--- config.mk ---
export PLATFORM = sky130hd
export DESIGN_NAME = split_timer
export DESIGN_NICKNAME = d
export VERILOG_FILES = /design/src/rtl/split_timer_pkg.sv /design/src/rtl/split_timer_dp.sv /design/src/rtl/split_timer_ctrl.sv /design/src/rtl/split_timer.sv
export SDC_FILE = /design/constraint.sdc
export NUM_CORES = 1
export LEC_CHECK = 0
export BUFFER_PORTS_ARGS = -buffer_cell sky130_fd_sc_hd__buf_2
export CORE_MARGIN = 2
export CORE_UTILIZATION = 60
export DETAILED_ROUTE_END_ITERATION = 12
export HOLD_SLACK_MARGIN = 0.15
export PLACE_DENSITY_LB_ADDON = 0.1
export SLEW_MARGIN = 20
export SYNTH_ARGS = -nofsm -noshare
export SYNTH_HDL_FRONTEND = slang
export SYNTH_SLANG_ARGS = --single-unit
--- constraint.sdc ---
create_clock -name clk -period 2.3 [get_ports clk]
set_input_delay 0 -clock clk [delete_from_list [all_inputs] [get_ports clk]]
set_output_delay 0 -clock clk [all_outputs]
set_load 0.005 [all_outputs]
--- src/rtl/split_timer_pkg.sv ---
`timescale 1ns/1ps
package split_timer_pkg;

  // register addresses
  localparam int ADDR_CSR  = 0;
  localparam int ADDR_CNTH = 1;
  localparam int ADDR_CNTL = 2;
  localparam int ADDR_CMPH = 3;
  localparam int ADDR_CMPL = 4;

  // control/status bit positions; half index 0 = low, 1 = high
  localparam int BIT_MODE = 0;
  localparam int BIT_CLR  = 1;
  localparam int BIT_IE   = 3;
  localparam int BIT_OVF  = 5;
  localparam int NUM_HALF = 2;

  typedef struct packed {
    logic [NUM_HALF-1:0] wrCnt;
    logic [NUM_HALF-1:0] wrCmp;
    logic                mode16;
    logic [NUM_HALF-1:0] clrEn;
  } dpCmd_t;

endpackage

--- src/rtl/split_timer_dp.sv ---
`timescale 1ns/1ps
module split_timer_dp
  import split_timer_pkg::*;
#(
  parameter int DATA_W = 8
) (
  input  logic                clk,
  input  logic                rstN,
  input  logic                tick,
  input  dpCmd_t              cmd,
  input  logic [DATA_W-1:0]   wrData,
  output logic [DATA_W-1:0]   cntHi,
  output logic [DATA_W-1:0]   cntLo,
  output logic [DATA_W-1:0]   cmpHi,
  output logic [DATA_W-1:0]   cmpLo,
  output logic [NUM_HALF-1:0] ovfEvt
);

  localparam int FULL_W = NUM_HALF * DATA_W;

  logic [DATA_W-1:0] cnt [NUM_HALF];
  logic [DATA_W-1:0] cmp [NUM_HALF];

  logic [DATA_W-1:0]   halfNext [NUM_HALF];
  logic [NUM_HALF-1:0] halfMatch, halfClr, halfWrap, wrap16;

  logic [FULL_W-1:0] full, cmpFull, full16Next;
  logic              match16, clr16, stall, advance;

  assign stall   = |cmd.wrCnt;
  assign advance = tick && !stall;

  // independent 8-bit next-state per half
  for (genvar h = 0; h < NUM_HALF; h++) begin : g_half
    assign halfMatch[h] = (cnt[h] == cmp[h]);
    assign halfClr[h]   = cmd.clrEn[h] && halfMatch[h];
    assign halfNext[h]  = halfClr[h] ? '0 : cnt[h] + 1'b1;
    assign halfWrap[h]  = !halfClr[h] && (cnt[h] == {DATA_W{1'b1}});
  end

  // joined 16-bit next-state
  assign full       = {cnt[1], cnt[0]};
  assign cmpFull    = {cmp[1], cmp[0]};
  assign match16    = (full == cmpFull);
  assign clr16      = cmd.clrEn[1] && match16;
  assign full16Next = clr16 ? '0 : full + 1'b1;
  assign wrap16[0]  = !clr16 && (cnt[0] == {DATA_W{1'b1}});
  assign wrap16[1]  = !clr16 && (full == {FULL_W{1'b1}});

  assign ovfEvt = advance ? (cmd.mode16 ? wrap16 : halfWrap) : '0;

  always_ff @(posedge clk or negedge rstN) begin
    if (!rstN) begin
      for (int h = 0; h < NUM_HALF; h++) begin
        cnt[h] <= '0;
        cmp[h] <= '1;
      end
    end else begin
      for (int h = 0; h < NUM_HALF; h++) begin
        if (cmd.wrCmp[h]) cmp[h] <= wrData;
        if (cmd.wrCnt[h])
          cnt[h] <= wrData;
        else if (advance)
          cnt[h] <= cmd.mode16 ? full16Next[h*DATA_W +: DATA_W] : halfNext[h];
      end
    end
  end

  assign cntHi = cnt[1];
  assign cntLo = cnt[0];
  assign cmpHi = cmp[1];
  assign cmpLo = cmp[0];


  idle_hold_chk: assert property (@(posedge clk) disable iff (!rstN)
    (!tick && !stall) |=> ($stable(cntHi) && $stable(cntLo)));


  wrap16_chk: assert property (@(posedge clk) disable iff (!rstN)
    (cmd.mode16 && advance && (full == {FULL_W{1'b1}}) && !(cmd.clrEn[1] && match16))
      |=> ({cntHi, cntLo} == '0));


  clr8_chk: assert property (@(posedge clk) disable iff (!rstN)
    (!cmd.mode16 && advance && cmd.clrEn[0] && (cntLo == cmpLo)) |=> (cntLo == '0));


  clr16_chk: assert property (@(posedge clk) disable iff (!rstN)
    (cmd.mode16 && advance && cmd.clrEn[1] && ({cntHi, cntLo} == {cmpHi, cmpLo}))
      |=> ({cntHi, cntLo} == '0));

endmodule

--- src/rtl/split_timer_ctrl.sv ---
`timescale 1ns/1ps
module split_timer_ctrl
  import split_timer_pkg::*;
#(
  parameter int DATA_W = 8,
  parameter int ADDR_W = 3
) (
  input  logic                clk,
  input  logic                rstN,
  input  logic [ADDR_W-1:0]   addr,
  input  logic [DATA_W-1:0]   wrData,
  input  logic                wrEn,
  input  logic                rdEn,
  input  logic [DATA_W-1:0]   cntHi,
  input  logic [DATA_W-1:0]   cntLo,
  input  logic [DATA_W-1:0]   cmpHi,
  input  logic [DATA_W-1:0]   cmpLo,
  input  logic [NUM_HALF-1:0] ovfEvt,
  output dpCmd_t              cmd,
  output logic [DATA_W-1:0]   rdData,
  output logic [NUM_HALF-1:0] irq
);

  logic                mode16Q;
  logic [NUM_HALF-1:0] clrQ, ieQ, ovfQ, armQ, clearHit;
  logic                wrCsr, rdCsr;
  logic [DATA_W-1:0]   csrVal, rdNext;

  assign wrCsr = wrEn && (addr == ADDR_W'(ADDR_CSR));
  assign rdCsr = rdEn && (addr == ADDR_W'(ADDR_CSR));

  assign cmd.wrCnt[1] = wrEn && (addr == ADDR_W'(ADDR_CNTH));
  assign cmd.wrCnt[0] = wrEn && (addr == ADDR_W'(ADDR_CNTL));
  assign cmd.wrCmp[1] = wrEn && (addr == ADDR_W'(ADDR_CMPH));
  assign cmd.wrCmp[0] = wrEn && (addr == ADDR_W'(ADDR_CMPL));
  assign cmd.mode16   = mode16Q;
  assign cmd.clrEn    = clrQ;

  always_ff @(posedge clk or negedge rstN) begin
    if (!rstN) begin
      mode16Q <= 1'b0;
      clrQ    <= '0;
      ieQ     <= '0;
    end else if (wrCsr) begin
      mode16Q <= wrData[BIT_MODE];
      clrQ    <= wrData[BIT_CLR +: NUM_HALF];
      ieQ     <= wrData[BIT_IE +: NUM_HALF];
    end
  end

  // per-flag read-then-write-zero handshake
  for (genvar h = 0; h < NUM_HALF; h++) begin : g_flag
    assign clearHit[h] = wrCsr && !wrData[BIT_OVF + h] && armQ[h];

    always_ff @(posedge clk or negedge rstN) begin
      if (!rstN) begin
        ovfQ[h] <= 1'b0;
        armQ[h] <= 1'b0;
      end else begin
        if (ovfEvt[h])        ovfQ[h] <= 1'b1;
        else if (clearHit[h]) ovfQ[h] <= 1'b0;
        if (clearHit[h])              armQ[h] <= 1'b0;
        else if (rdCsr && ovfQ[h])    armQ[h] <= 1'b1;
      end
    end


    flag_hold_chk: assert property (@(posedge clk) disable iff (!rstN)
      (ovfQ[h] && !armQ[h]) |=> ovfQ[h]);


    flag_src_chk: assert property (@(posedge clk) disable iff (!rstN)
      (!ovfQ[h] && !ovfEvt[h]) |=> !ovfQ[h]);


    set_wins_chk: assert property (@(posedge clk) disable iff (!rstN)
      (ovfEvt[h] && clearHit[h]) |=> (ovfQ[h] && !armQ[h]));
  end

  always_comb begin
    csrVal = '0;
    csrVal[BIT_MODE]            = mode16Q;
    csrVal[BIT_CLR +: NUM_HALF] = clrQ;
    csrVal[BIT_IE +: NUM_HALF]  = ieQ;
    csrVal[BIT_OVF +: NUM_HALF] = ovfQ;
  end

  always_comb begin
    case (int'(addr))
      ADDR_CSR:  rdNext = csrVal;
      ADDR_CNTH: rdNext = cntHi;
      ADDR_CNTL: rdNext = cntLo;
      ADDR_CMPH: rdNext = cmpHi;
      ADDR_CMPL: rdNext = cmpLo;
      default:   rdNext = '0;
    endcase
  end

  always_ff @(posedge clk or negedge rstN) begin
    if (!rstN)     rdData <= '0;
    else if (rdEn) rdData <= rdNext;
  end

  assign irq = ovfQ & ieQ;

endmodule

--- src/rtl/split_timer.sv ---
`timescale 1ns/1ps
module split_timer
  import split_timer_pkg::*;
#(
  parameter int DATA_W = 8,
  parameter int ADDR_W = 3
) (
  input  logic              clk,
  input  logic              rstN,
  input  logic [ADDR_W-1:0] busAddr,
  input  logic [DATA_W-1:0] busWrData,
  input  logic              busWrEn,
  input  logic              busRdEn,
  output logic [DATA_W-1:0] busRdData,
  input  logic              countTick,
  output logic              irqLow,
  output logic              irqHigh
);

  dpCmd_t              cmd;
  logic [DATA_W-1:0]   cntHi, cntLo, cmpHi, cmpLo;
  logic [NUM_HALF-1:0] ovfEvt, irq;

  split_timer_ctrl #(.DATA_W(DATA_W), .ADDR_W(ADDR_W)) ctrl_i (
    .clk    (clk),
    .rstN   (rstN),
    .addr   (busAddr),
    .wrData (busWrData),
    .wrEn   (busWrEn),
    .rdEn   (busRdEn),
    .cntHi  (cntHi),
    .cntLo  (cntLo),
    .cmpHi  (cmpHi),
    .cmpLo  (cmpLo),
    .ovfEvt (ovfEvt),
    .cmd    (cmd),
    .rdData (busRdData),
    .irq    (irq)
  );

  split_timer_dp #(.DATA_W(DATA_W)) dp_i (
    .clk    (clk),
    .rstN   (rstN),
    .tick   (countTick),
    .cmd    (cmd),
    .wrData (busWrData),
    .cntHi  (cntHi),
    .cntLo  (cntLo),
    .cmpHi  (cmpHi),
    .cmpLo  (cmpLo),
    .ovfEvt (ovfEvt)
  );

  assign irqLow  = irq[0];
  assign irqHigh = irq[1];

endmodule

==> flow_summary.yaml, run 1 <==
route:
  wl_um: 8383
  drt_iter0_drc: 215
  dr.pass1.iters: 5
  ant_nets: 0
  wl_met2_um: 3774
  vias: 2794
  top_layer: "met4"
  vias_per_cell: 6.237
  wire_per_inst_um: 18.71
  wl_met3_um: 591
  wl_met1_um: 3776
  drc: 0
floorplan:
  ios: 26
  dieArea_mm2: 0.006038
  fp.coreArea_mm2: 0.005172
  die_h_um: 77.71
  std_cell_rows: 26
  start_util_pct: 63.01
  dieWidth_um: 77.71
power:
  ir_drop_uv: 472.8
  power_leakage_uw: 0.001508
  power.density_mw_per_mm2: 829.9
clocking:
  cts_resized: 0
  cts_hold_buf: 10
  h-tree-depth: 2
  path_clk_slew_ps: 100
  cts-root-buf: "clkbuf_8"
  post_cts_buffers: 0
  cts.path.max_buffers: 2
  cts.sinks: 49
  cts_tree: "yes"
  cts_buffers: 5
  worstSkewPairLatency_ps: 320
critical_path:
  cp_max_fo: 7
  crit_buf_inv: 0
  crit_path_start_kind: "register"
  worstPathCellList: "ha_1 -> nand3_1 -> or3_1 -> o2111ai_1 -> a22oi_1 -> a21oi_1 -> o311ai_1"
  critPathMaxStageDelay_ps: 520
  rr_worst_depth: 7
  crit_path_end_kind: "register"
  critical_path_arrival_ps: 2340
  cp_slowest_cell: "or3_1"
  cp_top_family: "simple AND/OR/NAND/NOR gates"
  cp.required_ps: 2480
  critPathKind: "reg -> reg"
  worst-path-stages: 7
synthesis:
  seq_area_frac_synth_pct: 38.23
  ys_ff_latch: 49
  ys.warnings.count: 0
  synth.mux.area_fraction_pct: 11.63
  avgSynthCellArea_um2: 9.393
  synth_top_family_by_area: "simple AND/OR/NAND/NOR gates"
  ys_async_sr_fraction_pct: 100.0
  synth_area_mm2: 0.003259
  synth_top_flop_cell: "dfrtp_1"
  synth-compound-area-share_pct: 17.31
  synth_fp_nets: 365
  synth_fa_ha_area_share_pct: 0.7678
  synth-edff-count: 0
  synthSimpleGateAreaFrac_pct: 17.66
  synth_cells: 347
  netlist-cell-type-count: 57
  synth-xor-area-share_pct: 8.061
global_route:
  grt_max_degree: 46
  grt_pass1_wl_um: 13350
  grt_overflow_total: 0
  grt_pass1_vias: 2632
  antenna_found_initial: 0
  track_usage_pct: 29.07
final_layout:
  n_antenna_cell: 0
  layout_common_cells: "35 x nand2_1, 33 x dfrtp_1, 28 x o21ai_0"
  final_common_cell: "nand2_1"
  nNetsFinal: 395
  syn2layout_area_growth_pct: 10.71
  layout-drive-gt1-share_pct: 26.46
timing:
  fin_skew_ps: 11.17
  min_period_ps: 2158
  worst_slew_pin_slew_ps: 772.2
  tns_ps: 0
  timing.final.crit_share_pct: 93.85
  setup_viol: 0
  slew_headroom_pct: 48.17
  rsz0062_at_grt: "false"
  fin_ws_ps: 141.5
  fmax_mhz: 463.3
  hold_violations: 0
  holdWs_ps: 199.5
  drv_slew: 0
min_path:
  min-delay-path-class: "in -> async"
placed_design:
  dpl.hpwl_um: 6085
  finalWeightedCongestion: 0.8998
  io_buffers: 25
  pre_cts_slack_ps: 203.5
run:
  maxCapViolations: 0
status:
  status: "finished, final reports clean"
==> area by class of cell <==
class,instances,area (µm²)
clock inverter,2,13.76
multi-input combinational,259,1807
clock buffer,6,72.57
sequential,49,1246
inverter,13,48.80
fill,431,1564
tap,70,87.58
timing repair buffer,49,332.8
==> logic make-up after synthesis <==
| group | count (synthesis) |
|---|---|
| xor+xnor | 24 |
| compound gates | 89 |
| fa+ha+maj | 2 |
| buf+inv | 39 |
| mux | 34 |
| flops | 49 |
| simple gates | 110 |
==> worst reg2reg max path, stage by stage, from the launching register on <==
cell,delay [ps]
dfrtp_1,460
ha_1,230
nand3_1,190
or3_1,530
o2111ai_1,250
a22oi_1,90
a21oi_1,150
o311ai_1,130
==> report_power, final <==
part / switching (µW) / internal, µW / leakage (µW) / total, µW
sequential: 268 / 1100 / 0.000591 / 1370
clock: 307 / 217 / 0.0000456 / 524
combinational: 563 / 542 / 0.000871 / 1110
==> layer usage <==
layer	vias to the layer above	global-route usage [%]
li1	1320	-
met4	0	13.57
met3	20	4.070
met5	-	0
met2	110	43.62
met1	1344	41.65
==> registers in the layout, indices dropped and copies added (netlist names), 8 cells and up <==
| name | flops |
|---|---|
| dp_i.cntHi | 8 |
| ctrl_i.rdData | 8 |
| dp_i.cntLo | 8 |
| dp_i.cmpLo | 8 |
| dp_i.cmpHi | 8 |
==> metrics by stage <==
stage / instances / power [µW] / util (%) / area (µm²)
2_1_floorplan: 347 / 2220 / - / 3259
3_3_place_gp: 430 / 2422 / 66.11 / 3420
3_5_place_dp: 430 / 2454 / 66.11 / 3420
4_1_cts: 448 / 2993 / 69.71 / 3606
5_1_grt: 448 / 3183 / 69.76 / 3608
6_report: 448 / 2995 / 69.76 / 3608
==> worst paths after layout <==
check | endpoint | from | slack (ps)
max in group asynchronous | dp_i.cmpHi[2] | rstN | 1480
min in group clk | ctrl_i.rdData[2] | busAddr[0] | 230
max | dp_i.cntHi[6] | dp_i.cntLo[0] | 140
min | ctrl_i.armQ[0] | rstN | 200
min reg2reg | ctrl_i.armQ[1] | ctrl_i.armQ[1] | 500
max reg2reg | dp_i.cntHi[6] | dp_i.cntLo[0] | 140
==> synth_stat cells (all sizes together) (10+ instances only) <==
library cell  number  area share, %
a21oi             10            1.8
buf               17            3.8
dfrtp             33             25
dfstp             16             13
inv               13            1.5
mux2              21            7.3
mux2i             12            3.7
nand2             36            4.2
nor2              21            2.6
o21ai             36            5.5
xnor2             19            6.7
Power figures use the tool's default switching activity.
==> run 2, diff against run 1 <==
--- a/config.mk
+++ b/config.mk
@@ -6,7 +6,6 @@
 export NUM_CORES = 1
 export LEC_CHECK = 0
 export BUFFER_PORTS_ARGS = -buffer_cell sky130_fd_sc_hd__buf_2
-export CORE_MARGIN = 2
 export CORE_UTILIZATION = 60
 export DETAILED_ROUTE_END_ITERATION = 12
 export HOLD_SLACK_MARGIN = 0.15
==> run 2 against run 1 <==
  * Critical path depth unchanged
  * Highest routed layer unchanged
  * Clock power about the same
  * Global-route usage up 1.7 points
  * Core utilization up 0.82 points
  * Count of clock-buffer cells in the layout unchanged
==> flow_summary.yaml, run 2 (synthesis results as in run 1) <==
status:
  status: "finished, final reports clean"
timing:
  slew_headroom_pct: 34.11
  hold_violations: 0
  drv_slew: 0
  rsz0062_at_grt: "false"
  fmax_mhz: 468.8
  worst_slew_pin_slew_ps: 988.3
  fin_ws_ps: 166.9
  min_period_ps: 2133
  setup_viol: 0
  fin_skew_ps: 7.450
  timing.final.crit_share_pct: 92.75
  tns_ps: 0
power:
  power_leakage_uw: 0.001536
  power.density_mw_per_mm2: 829.8
  ir_drop_uv: 553.0
  total_power_uw: 3030
placed_design:
  pre_cts_slack_ps: 237.9
  finalWeightedCongestion: 0.8694
  dpl.hpwl_um: 6056
  io_buffers: 25
floorplan:
  die_h_um: 75.71
  dieArea_mm2: 0.005731
  fp.coreArea_mm2: 0.005172
  ios: 26
  dieWidth_um: 75.71
  std_cell_rows: 26
  start_util_pct: 63.01
route:
  wl_met3_um: 469
  wl_um: 8231
  dr.pass1.iters: 4
  ant_nets: 0
  drt_iter0_drc: 134
  vias: 2794
  vias_per_cell: 6.154
  drc: 0
  top_layer: "met4"
  wire_per_inst_um: 18.13
  wl_met1_um: 3789
  wl_met2_um: 3778
min_path:
  whs_path_depth: 3
  min_to: "ctrl_i.rdData[2]"
  min-delay-path-class: "in -> reg"
  hp-start: "busAddr[0]"
critical_path:
  reg2reg_slack_ps: 170
  crit_path_start_kind: "register"
  crit_path_end_kind: "register"
  r2r_end: "dp_i.cntHi[6]"
  reg2reg_from: "dp_i.cntLo[0]"
  cp.required_ps: 2490
  cp_max_fo: 7
  critPathKind: "reg -> reg"
  rr_worst_depth: 7
  critical_path_arrival_ps: 2320
final_layout:
  nNetsFinal: 401
  syn2layout_area_growth_pct: 12.02
  n_antenna_cell: 0
  layout-drive-gt1-share_pct: 27.60
  layout_common_cells: "35 x nand2_1, 33 x dfrtp_1, 28 x o21ai_0"
  final_common_cell: "nand2_1"
  nFillCells: 412
clocking:
  cts.path.max_buffers: 2
  cts_resized: 0
  cts-root-buf: "clkbuf_8"
  cts_tree: "yes"
  path_clk_slew_ps: 100
  cts.sinks: 49
  cts_buffers: 5
  h-tree-depth: 2
  worstSkewPairLatency_ps: 310
run:
  maxCapViolations: 0
global_route:
  grt_overflow_total: 0
  grt_max_degree: 45
  grt_pass1_vias: 2515
  track_usage_pct: 30.78
  grt_pass1_wl_um: 12790
  antenna_found_initial: 0
[run 2: cell types whose count changed in the layout (fill, tap and decap cells not counted), sizes merged]
cell / change
buf: +6
[run 2: routing by layer]
metal  vias to the layer above  GRT usage, %
li1                       1328             -
met1                      1351         44.69
met2                       100         48.51
met3                        15         3.571
met4                         0         9.465
met5                         -             0
[run 2: area by class of cell]
type                       instances  area, µm²  area share [%]
sequential                        49       1246           34.13
multi-input combinational        259       1807           49.49
tap                               70      87.58           2.399
clock inverter                     2      13.76          0.3770
timing repair buffer              55      375.4           10.28
inverter                          13      48.80           1.337
clock buffer                       6      72.57           1.988
[run 2: timing repair]
item | CTS | global route
endpoints found under the hold margin | 81 | 0
buffers inserted | 0 | 0
hold buffers | 10 | 0
[run 2: stage by stage]
stage,hold slack [ps],util [%],std cells,instance area (µm²)
after CTS,217.1,70.59,454,3651
final,231.6,70.59,454,3651
after detailed placement,212.1,66.98,436,3465
after global routing,264.5,70.59,454,3651
after floorplan,-295.6,-,347,3259
after global placement,210.0,66.98,436,3465
[run 2: worst max-delay path by stage]
| stage | cells after the start | endpoint | from | slack, ps |
|---|---|---|---|---|
| final | 7 | dp_i.cntHi[6] | dp_i.cntLo[0] | 170 |
| after global routing | 7 | dp_i.cntHi[4] | dp_i.cntLo[0] | 20 |
| after CTS | 7 | dp_i.cntHi[6] | dp_i.cntLo[0] | 210 |
| after detailed placement | 7 | dp_i.cntHi[4] | dp_i.cntLo[0] | 240 |
| after global placement | 7 | dp_i.cntHi[4] | dp_i.cntLo[0] | 230 |
| after floorplan | 7 | dp_i.cntHi[4] | dp_i.cntLo[0] | 500 |
[run 2: power breakdown]
part / switching (µW) / internal [µW] / leakage, µW
sequential: 245 / 1100 / 0.000591
clock: 304 / 218 / 0.0000456
combinational: 592 / 574 / 0.000899
total: 1140 / 1890 / 0.00154
[run 2: critical path, stage by stage, from the launching register on]
cell and delay, ps:
dfrtp_1 490, ha_1 250, nand3_1 200, or3_1 520
o2111ai_1 230, a22oi_1 90, a21oi_1 140, o311ai_1 100
